<file path="config.mk">
export PLATFORM = sky130hd
export DESIGN_NAME = loop_exit_pred
export DESIGN_NICKNAME = d
export VERILOG_FILES = /design/src/rtl/lp_pkg.sv /design/src/rtl/lp_match.sv /design/src/rtl/lp_victim.sv /design/src/rtl/lp_train.sv /design/src/rtl/loop_exit_pred.sv
export SDC_FILE = /design/constraint.sdc
export NUM_CORES = 1
export LEC_CHECK = 0
export BUFFER_PORTS_ARGS = -buffer_cell sky130_fd_sc_hd__buf_2
export CORE_AREA = 2 2 119 121
export CTS_BUF_LIST = sky130_fd_sc_hd__clkbuf_8
export DETAILED_ROUTE_END_ITERATION = 8
export DIE_AREA = 0 0 121 123
export HOLD_SLACK_MARGIN = 0.03
export PLACE_DENSITY = 0.79
export SETUP_SLACK_MARGIN = 0.2
export SLEW_MARGIN = 20
export SYNTH_ARGS = -nofsm -noshare
export SYNTH_HDL_FRONTEND = slang
export SYNTH_SLANG_ARGS = --single-unit
</file>
<file path="constraint.sdc">
create_clock -name clk -period 14.01 [get_ports clk]
set_clock_uncertainty 0.1 [all_clocks]
set_input_delay 1.401 -clock clk [delete_from_list [all_inputs] [get_ports clk]]
set_output_delay 1.401 -clock clk [all_outputs]
set_load 0.005 [all_outputs]
</file>
<file path="src/rtl/lp_pkg.sv">
package lp_pkg;
  localparam int unsigned LP_TAG_W = 16;
  localparam int unsigned LP_CNT_W = 4;

  typedef struct packed {
    logic                vld;
    logic [LP_TAG_W-1:0] tag;
    logic                dir;
    logic [LP_CNT_W-1:0] iter;
    logic [LP_CNT_W-1:0] trip;
    logic                known;
    logic                conf;
  } lp_entry_t;

  typedef enum logic [2:0] {
    ACT_ALLOC,
    ACT_COUNT,
    ACT_SAT,
    ACT_EXIT,
    ACT_FLIP
  } lp_act_e;
endpackage

</file>
<file path="src/rtl/lp_match.sv">
module lp_match
  import lp_pkg::*;
#(
  parameter int unsigned ENTRIES = 4,
  localparam int unsigned IDX_W = $clog2(ENTRIES)
) (
  input  lp_entry_t [ENTRIES-1:0] tbl,
  input  logic [LP_TAG_W-1:0]     pc,
  output logic                    hit,
  output logic [IDX_W-1:0]        idx,
  output logic [ENTRIES-1:0]      vec
);
  always_comb begin
    hit = 1'b0;
    idx = '0;
    vec = '0;
    for (int i = 0; i < ENTRIES; i++) begin
      vec[i] = tbl[i].vld && (tbl[i].tag == pc);
      if (vec[i] && !hit) begin
        hit = 1'b1;
        idx = IDX_W'(i);
      end
    end
  end
endmodule

</file>
<file path="src/rtl/lp_victim.sv">
module lp_victim
  import lp_pkg::*;
#(
  parameter int unsigned ENTRIES = 4,
  localparam int unsigned IDX_W = $clog2(ENTRIES)
) (
  input  lp_entry_t [ENTRIES-1:0] tbl,
  input  logic [IDX_W-1:0]        rr,
  output logic [IDX_W-1:0]        idx,
  output logic                    use_rr
);
  logic             have_free, have_weak;
  logic [IDX_W-1:0] free_idx, weak_idx;

  always_comb begin
    have_free = 1'b0;
    have_weak = 1'b0;
    free_idx  = '0;
    weak_idx  = '0;
    for (int i = 0; i < ENTRIES; i++) begin
      if (!tbl[i].vld && !have_free) begin
        have_free = 1'b1;
        free_idx  = IDX_W'(i);
      end
      if (tbl[i].vld && !tbl[i].conf && !have_weak) begin
        have_weak = 1'b1;
        weak_idx  = IDX_W'(i);
      end
    end
    if (have_free) begin
      idx    = free_idx;
      use_rr = 1'b0;
    end else if (have_weak) begin
      idx    = weak_idx;
      use_rr = 1'b0;
    end else begin
      idx    = rr;
      use_rr = 1'b1;
    end
  end
endmodule

</file>
<file path="src/rtl/lp_train.sv">
module lp_train
  import lp_pkg::*;
(
  input  lp_entry_t           cur,
  input  logic                hit,
  input  logic [LP_TAG_W-1:0] pc,
  input  logic                taken,
  output lp_entry_t           nxt,
  output lp_act_e             act
);
  localparam logic [LP_CNT_W-1:0] CNT_MAX = {LP_CNT_W{1'b1}};

  always_comb begin
    nxt = cur;
    if (!hit) begin
      act       = ACT_ALLOC;
      nxt       = '0;
      nxt.vld   = 1'b1;
      nxt.tag   = pc;
      nxt.dir   = taken;
      nxt.iter  = LP_CNT_W'(1);
    end else if (taken == cur.dir) begin
      if (cur.iter == CNT_MAX) begin
        act       = ACT_SAT;
        nxt.conf  = 1'b0;
        nxt.known = 1'b0;
      end else begin
        act      = ACT_COUNT;
        nxt.iter = cur.iter + 1'b1;
      end
    end else if (cur.iter == '0) begin
      act       = ACT_FLIP;
      nxt.dir   = taken;
      nxt.iter  = LP_CNT_W'(1);
      nxt.known = 1'b0;
      nxt.conf  = 1'b0;
    end else begin
      act      = ACT_EXIT;
      nxt.iter = '0;
      if (cur.iter == CNT_MAX) begin
        nxt.known = 1'b0;
        nxt.conf  = 1'b0;
      end else begin
        nxt.trip  = cur.iter;
        nxt.known = 1'b1;
        nxt.conf  = cur.known && (cur.trip == cur.iter);
      end
    end
  end
endmodule

</file>
<file path="src/rtl/loop_exit_pred.sv">
module loop_exit_pred
  import lp_pkg::*;
#(
  parameter int unsigned ENTRIES = 4,
  localparam int unsigned IDX_W = $clog2(ENTRIES)
) (
  input  logic                clk,
  input  logic                rst_n,
  input  logic                upd_valid,
  output logic                upd_ready,
  input  logic [LP_TAG_W-1:0] upd_pc,
  input  logic                upd_taken,
  input  logic [LP_TAG_W-1:0] lkp_pc,
  output logic                pred_hit,
  output logic                pred_taken,
  output logic                pred_conf
);
  lp_entry_t [ENTRIES-1:0] tbl;
  logic [IDX_W-1:0]        rr;

  logic                    lkp_hit, upd_hit, vic_rr, fire;
  logic [IDX_W-1:0]        lkp_idx, upd_idx, vic_idx, widx;
  logic [ENTRIES-1:0]      lkp_vec, upd_vec;
  lp_entry_t               lkp_e, nxt;
  lp_act_e                 act;

  assign upd_ready = 1'b1;
  assign fire      = upd_valid && upd_ready;

  lp_match #(.ENTRIES(ENTRIES)) u_lkp_match (
    .tbl(tbl), .pc(lkp_pc), .hit(lkp_hit), .idx(lkp_idx), .vec(lkp_vec)
  );

  lp_match #(.ENTRIES(ENTRIES)) u_upd_match (
    .tbl(tbl), .pc(upd_pc), .hit(upd_hit), .idx(upd_idx), .vec(upd_vec)
  );

  lp_victim #(.ENTRIES(ENTRIES)) u_victim (
    .tbl(tbl), .rr(rr), .idx(vic_idx), .use_rr(vic_rr)
  );

  lp_train u_train (
    .cur(tbl[upd_idx]), .hit(upd_hit), .pc(upd_pc), .taken(upd_taken),
    .nxt(nxt), .act(act)
  );

  assign widx = upd_hit ? upd_idx : vic_idx;

  always_ff @(posedge clk) begin
    if (!rst_n) begin
      tbl <= '0;
      rr  <= '0;
    end else if (fire) begin
      tbl[widx] <= nxt;
      if (!upd_hit && vic_rr) begin
        rr <= (rr == IDX_W'(ENTRIES-1)) ? '0 : rr + 1'b1;
      end
    end
  end

  assign lkp_e      = tbl[lkp_idx];
  assign pred_hit   = lkp_hit;
  assign pred_conf  = lkp_hit && lkp_e.conf;
  assign pred_taken = lkp_hit &&
                      ((lkp_e.known && (lkp_e.iter == lkp_e.trip)) ? !lkp_e.dir : lkp_e.dir);


  upd_single_chk: assert property (@(posedge clk) disable iff (!rst_n) $onehot0(upd_vec));

  lkp_single_chk: assert property (@(posedge clk) disable iff (!rst_n) $onehot0(lkp_vec));

  idle_hold_chk: assert property (@(posedge clk) disable iff (!rst_n)
    !fire |=> $stable(tbl));

  for (genvar i = 0; i < ENTRIES; i++) begin : g_chk

    conf_rise_chk: assert property (@(posedge clk) disable iff (!rst_n)
      $rose(tbl[i].conf) |-> ($past(fire) && $past(act) == ACT_EXIT));

    count_step_chk: assert property (@(posedge clk) disable iff (!rst_n)
      (fire && act == ACT_COUNT && widx == IDX_W'(i)) |=>
        tbl[i].iter == $past(tbl[i].iter) + 1'b1);

    exit_clear_chk: assert property (@(posedge clk) disable iff (!rst_n)
      (fire && act == ACT_EXIT && widx == IDX_W'(i)) |=> tbl[i].iter == '0);

    sat_drop_chk: assert property (@(posedge clk) disable iff (!rst_n)
      (fire && act == ACT_SAT && widx == IDX_W'(i)) |=> (!tbl[i].conf && !tbl[i].known));
  end
endmodule

</file>
# Yosys cells after proc, flatten, opt, wreduce, memory -nomap -nowiden
# Index checks and enable logic that the tools add are counted.
# W data, S select, Z words.
dict set report totals {
  mem_count 0
  ram_bits 0
  latch_bits 0
  rom_bits 0
  reg_bits 114
}
dict set report op_classes {
  n_mul 0
  shift 0
  n_mux 56
  n_eq_ne 13
  bitwise_logic 0
  n_lt_le_gt_ge 4
  div 0
  n_reduce_logical 52
  n_addsub 2
}
# cell n
set ops {}
lappend ops {{$eq A16 B16 Y1} 8}
lappend ops {{$bmux W28 S2} 2}
lappend ops {{$bwmux W112} 1}
lappend ops {{$demux W28 S2} 1}
lappend ops {{$mux W28} 2}
lappend ops {{$mux W2} 16}
lappend ops {{$logic_and A1 B1 Y1} 30}
lappend ops {{$mux W1} 26}
lappend ops {{$mux W11} 2}
lappend ops {{$logic_not A1 Y1} 20}
lappend ops {{$mux W4} 5}
lappend ops {{$mux W17} 1}
lappend ops {{$lt A2 B3 Y1 const B} 3}
lappend ops {{$eq A4 B4 Y1} 2}
lappend ops {{$add A4 B1 Y4 const B} 1}
lappend ops {{$eq A4 B4 Y1 const B} 1}
lappend ops {{$logic_not A4 Y1} 1}
lappend ops {{$add A2 B1 Y2 const B} 1}
lappend ops {{$eq A2 B2 Y1 const B} 1}
lappend ops {{$ge A2 B1 Y1 const B} 1}
lappend ops {{$reduce_and A2 Y1} 1}
lappend ops {{$eq A1 B1 Y1} 1}

# Depth between registers and ports, before layout
dict set report logic_depth {
  ltp_word 21
  ltp_mapped 16
  depth_no_buf 13
}

# By module
# Synthesis repeated with hierarchy kept, for this count alone.
dict set report hier_totals {
  hier_cells 736
  area_unflattened_um2 7607.3
}
# module area_each_um2 seq_area_each_um2 cells_each instances
set modules_own_cells {}
lappend modules_own_cells {loop_exit_pred 5392.7 2282.2 450 1}
lappend modules_own_cells {lp_match 765.7 0.0 97 2}
lappend modules_own_cells {lp_train 569.3 0.0 74 1}
lappend modules_own_cells {lp_victim 113.9 0.0 18 1}

# Worst setup path before layout
# OpenSTA, ideal clock, no wires.
dict set report synth_path {
  path_type {in2reg}
  from {in upd_pc[3]}
  to {reg, netlist name tbl[2]}
  required_time_ns 13.795
  setup_slack_ns 8.577
  arrival_ns 5.218
  n_path_buf 4
  cell_stages 15
  path_cell_list {clkbuf_1 -> xor2_1 -> or4_1 -> or3_1 -> or3_4 -> a211oi_2 -> buf_6 -> mux2i_2 -> ha_1 -> o2111ai_1 -> and2_0 -> buf_1 -> clkbuf_1 -> a41o_1 -> a31o_1}
}
dict set report synth_between {
  elab_chain_len 20
}
# item line
set synth_lines {}
lappend synth_lines {{start: declaration} loop_exit_pred.sv:11} ;# input logic [LP_TAG_W-1:0] upd_pc,
lappend synth_lines {{$eq A16 B16 Y1} lp_match.sv:18} ;# vec[i] = tbl[i].vld && (tbl[i].tag == pc);
lappend synth_lines {{$logic_and A1 B1 Y1} lp_match.sv:18}
lappend synth_lines {{$mux W1} lp_match.sv:19} ;# if (vec[i] && !hit) begin
lappend synth_lines {{$logic_not A1 Y1} lp_match.sv:19}
lappend synth_lines {{$logic_and A1 B1 Y1} lp_match.sv:19}
lappend synth_lines {{$mux W1} lp_match.sv:19}
lappend synth_lines {{$logic_not A1 Y1} lp_match.sv:19}
lappend synth_lines {{$logic_and A1 B1 Y1} lp_match.sv:19}
lappend synth_lines {{(+4 left out)} -}
lappend synth_lines {{$bmux W28 S2} loop_exit_pred.sv:43} ;# .cur(tbl[upd_idx]), .hit(upd_hit), .pc(upd_pc), .taken(upd_taken),
lappend synth_lines {{$mux W28 (not written as such)} loop_exit_pred.sv:43}
lappend synth_lines {{$eq A4 B4 Y1} lp_train.sv:40} ;# if (cur.iter == CNT_MAX) begin
lappend synth_lines {{$mux W4} lp_train.sv:40}
lappend synth_lines {{$mux W4} lp_train.sv:31} ;# end else if (cur.iter == '0) begin
lappend synth_lines {{$mux W4} lp_train.sv:22} ;# end else if (taken == cur.dir) begin
lappend synth_lines {{$mux W11} lp_train.sv:15} ;# if (!hit) begin
lappend synth_lines {{$bwmux W112 (*)} loop_exit_pred.sv:54} ;# tbl[widx] <= nxt;
# Every way passes the cells marked *; elsewhere a longest branch is shown, timed or not. The select of a mux whose other input is x is not followed.
# A chain may end at the register's enable or synchronous reset.

# Worst setup path after layout
dict set report layout_path {
  from {in upd_pc[6]}
  to {reg, netlist name tbl[30]}
}
dict set report layout_between {
  elab_chain_len 20
}
# item line
set layout_lines {}
lappend layout_lines {{$eq A16 B16 Y1} lp_match.sv:18}
lappend layout_lines {{$logic_and A1 B1 Y1} lp_match.sv:18}
lappend layout_lines {{$mux W1} lp_match.sv:19}
lappend layout_lines {{$logic_not A1 Y1} lp_match.sv:19}
lappend layout_lines {{$logic_and A1 B1 Y1} lp_match.sv:19}
lappend layout_lines {{$mux W1} lp_match.sv:19}
lappend layout_lines {{$logic_not A1 Y1} lp_match.sv:19}
lappend layout_lines {{$logic_and A1 B1 Y1} lp_match.sv:19}
lappend layout_lines {{(+4 left out)} -}
lappend layout_lines {{$bmux W28 S2} loop_exit_pred.sv:43}
lappend layout_lines {{$mux W28 (not written as such)} loop_exit_pred.sv:43}
lappend layout_lines {{$eq A4 B4 Y1} lp_train.sv:40}
lappend layout_lines {{$mux W4} lp_train.sv:40}
lappend layout_lines {{$mux W4} lp_train.sv:31}
lappend layout_lines {{$mux W4} lp_train.sv:22}
lappend layout_lines {{$mux W11} lp_train.sv:15}
lappend layout_lines {{$bwmux W112 (*)} loop_exit_pred.sv:54}
# Marks and branches as above.

==> impl_metrics.ini <==
[final_layout]
drive_above_1_share_pct = 12.83
antenna_cells = 0
area_growth_pct = 8.040
layout.nets = 922
fin_cells = 1076
design_area_um2 = 8054
fillers = 1205

[floorplanning]
io_pins = 40
coreArea_um2 = 13610
initial_core_util_pct = 54.77
die_w_um = 121
fp-row-count = 43
die_h_um = 123
dieArea_um2 = 14880

[min_path]
hp-class = reg2reg
holdCritStartpoint = tbl[1]
hold_depth = 2
min_to = tbl[1]

[global_routing]
grt_usage_pct = 30.85
grt_max_degree = 128
grt_first_pass_wirelength_mm = 34.42
antenna_found_initial = 0
grt_overflow = 0
grt_pass1_vias = 6128

[worst_setup_path]
arrival_ps = 6220
r2r.worst_path.cells = 13
critPathMaxFanout = 20
cp_data_required_time_ps = 14250
criticalPathCategory = in2reg
worstSetupStartpointType = input port
r2r_slack_ps = 8780
worstSetupEndpointType = flop
regToRegEndpoint = tbl[30]
rr_startpoint = tbl[73]

[yosys]
yosysSeqAreaShare_pct = 30.61
synth_ff_type = dfxtp_1
netlist-cell-type-count = 74
yosysWarningCount = 0
ys_seq_elements = 114
synth_area_um2 = 7455
async_flop_share_pct = 0
synth_edf_count = 0
synthCells = 882
avgSynthCellArea_um2 = 8.452
syn_nets = 921

[drt]
num_vias = 6645
final_antenna_net_count = 0
wire_per_inst_um = 20.78
routed_wirelength_mm = 22.36
dr.pass1.iters = 5
drt-vias-per-instance = 6.176
drc = 0
dr.first_iter.drc_count = 842

[timing]
setup_tns_ps = 0
relSlewSlack_pct = 30.39
min_period_ps = 5986
max_freq_mhz = 167.1
tightest_slew_ps = 1044
setup_viol = 0
rsz0062_at_grt = false
hold_viol = 0
fin_crit_sh_pct = 42.73
maxSlewViolCount = 0

[pwr]
leakagePower_nw = 2.953
vdd.ir_drop.worst_mv = 0.07030
power.density_nw_per_um2 = 92.79

[clock_network]
cts_setup_buffers = 0
clock_path_buffers = 2
clock_latency_ps = 460
cts_tree = built
post_cts_resized = 0
hold_buffers = 0
clkSlewWorstSetupHoldPaths_ps = 60
cts_made_buffers = 17
root_buffer = clkbuf_8
ctsHtreeMaxLevel = 4
cts.sinks = 114

[job]
maxCapViolations = 0

[placed_design]
portBuffers = 38
placed_area_um2 = 7664
gp_congestion = 1.013
dp.cells = 1044
dp_hpwl_mm = 16.06

[run_status]
outcome = finished clean
-- area by class of cell --
cell class | count | area [µm²] | area share (%)
well taps | 180 | 225.2 | 2.796
clock buffers | 20 | 275.3 | 3.418
clock inverters | 12 | 115.1 | 1.429
repair buffers | 49 | 272.8 | 3.387
inverters | 11 | 41.29 | 0.5127
multi-input cells | 690 | 4842 | 60.12
flip-flops and latches | 114 | 2282 | 28.34
-- per-layer routing --
layer  vias up  global-route usage (%)  part of all wire [%]
met5         -                       0                     0
met4         0                   12.86                   3.2
met3        64                   5.627                   8.3
met2       317                   45.08                    42
met1      3166                   44.53                    46
li1       3098                       -                     -
-- report_power, final --
part / switching [mW] / internal (mW) / leakage [nW]
Sequential: 0.00988 / 0.331 / 0.923
Combinational: 0.0638 / 0.0379 / 1.83
Clock: 0.135 / 0.169 / 0.203
Total: 0.209 / 0.538 / 2.95
-- how the worst max path moves through the flow --
stage	from	end	slack, ps	cells past startpoint
finish	upd_pc[6]	tbl[30]	8020	14
CTS	upd_pc[6]	tbl[30]	8150	14
floorplan	upd_pc[3]	tbl[2]	8580	15
global placement	upd_pc[6]	tbl[30]	7830	14
detailed placement	upd_pc[6]	tbl[30]	7670	14
global route	upd_pc[6]	tbl[30]	7810	14
-- synthesized netlist by cell type (5+ instances only) --
master     count  share of area (%)
o21ai_0       14               0.94
buf_2          6               0.40
o211ai_1       7               0.70
inv_1          9               0.45
nor4_1        16                1.3
nor3_1        12               0.81
nor2_1        11               0.55
or4_1          9               0.91
nand3_1       20                1.3
a31o_1        12                1.4
xor2_1        62                7.3
dfxtp_1      114                 31
xnor2_1       91                 11
a21oi_1       12               0.81
nand4_1       30                2.5
o2111ai_1      5               0.59
a31oi_1       10               0.84
and3_1        17                1.4
mux2i_1       42                5.6
buf_4          5               0.50
a21boi_0      50                5.0
clkbuf_1      51                2.6
nand3b_1       5               0.50
a21boi_1      17                1.7
a41o_1         8                1.1
nor2b_1       21                1.8
nand2_1      142                7.2
-- placed cells by master, fill, tap and decap left out, types with 8 or more instances in the layout --
cell type	count
nand4_1	30
nand3_1	20
mux2i_1	42
inv_1	11
nor4_1	15
xnor2_1	91
a21boi_1	17
a21boi_0	50
clkbuf_8	20
a31oi_1	10
a41o_1	8
nor3_1	12
and3_1	17
or4_1	9
buf_2	38
dfxtp_1	114
nand2_1	142
a31o_1	12
a21oi_1	12
buf_4	11
xor2_1	62
nor2_1	10
o21ai_0	14
nor2b_1	20
-- metrics by stage --
| step | power (mW) | worst slack [ps] | hold slack (ps) | utilization, % |
|---|---|---|---|---|
| finish | 0.7473 | 8024 | 380.0 | 59.17 |
| global route | 0.7699 | 7815 | 400.9 | 59.17 |
| CTS | 0.7472 | 8153 | 381.2 | 59.17 |
| detailed placement | 0.4463 | 7669 | 372.4 | 56.30 |
| global placement | 0.4449 | 7826 | 364.0 | 56.30 |
| floorplan | 0.4158 | 8577 | 343.4 | - |
-- cell families after synthesis --
kind of cell | share of synthesized area, %
flip-flops | 30.61
multiplexers | 6.613
adder cells (fa/ha/maj) | 0.5036
other | 0.05030
XOR/XNOR | 17.98
AND/OR/NAND/NOR | 22.04
buffers and inverters | 4.582
AO/OA/AOI/OAI | 17.62
-- worst max-delay path: stages --
cell,delay [ps]
buf_2,170
xor2_1,170
or4_1,580
or3_1,430
o311ai_2,360
a21o_1,720
mux2i_1,200
mux2i_2,490
inv_2,120
ha_1,250
inv_1,60
o32a_1,610
nand2_1,370
a31o_1,270
-- state kept, by name (all words and copies together) (netlist names) --
signal,flops
tbl,112
rr,2
Power figures use the tool's default switching activity.
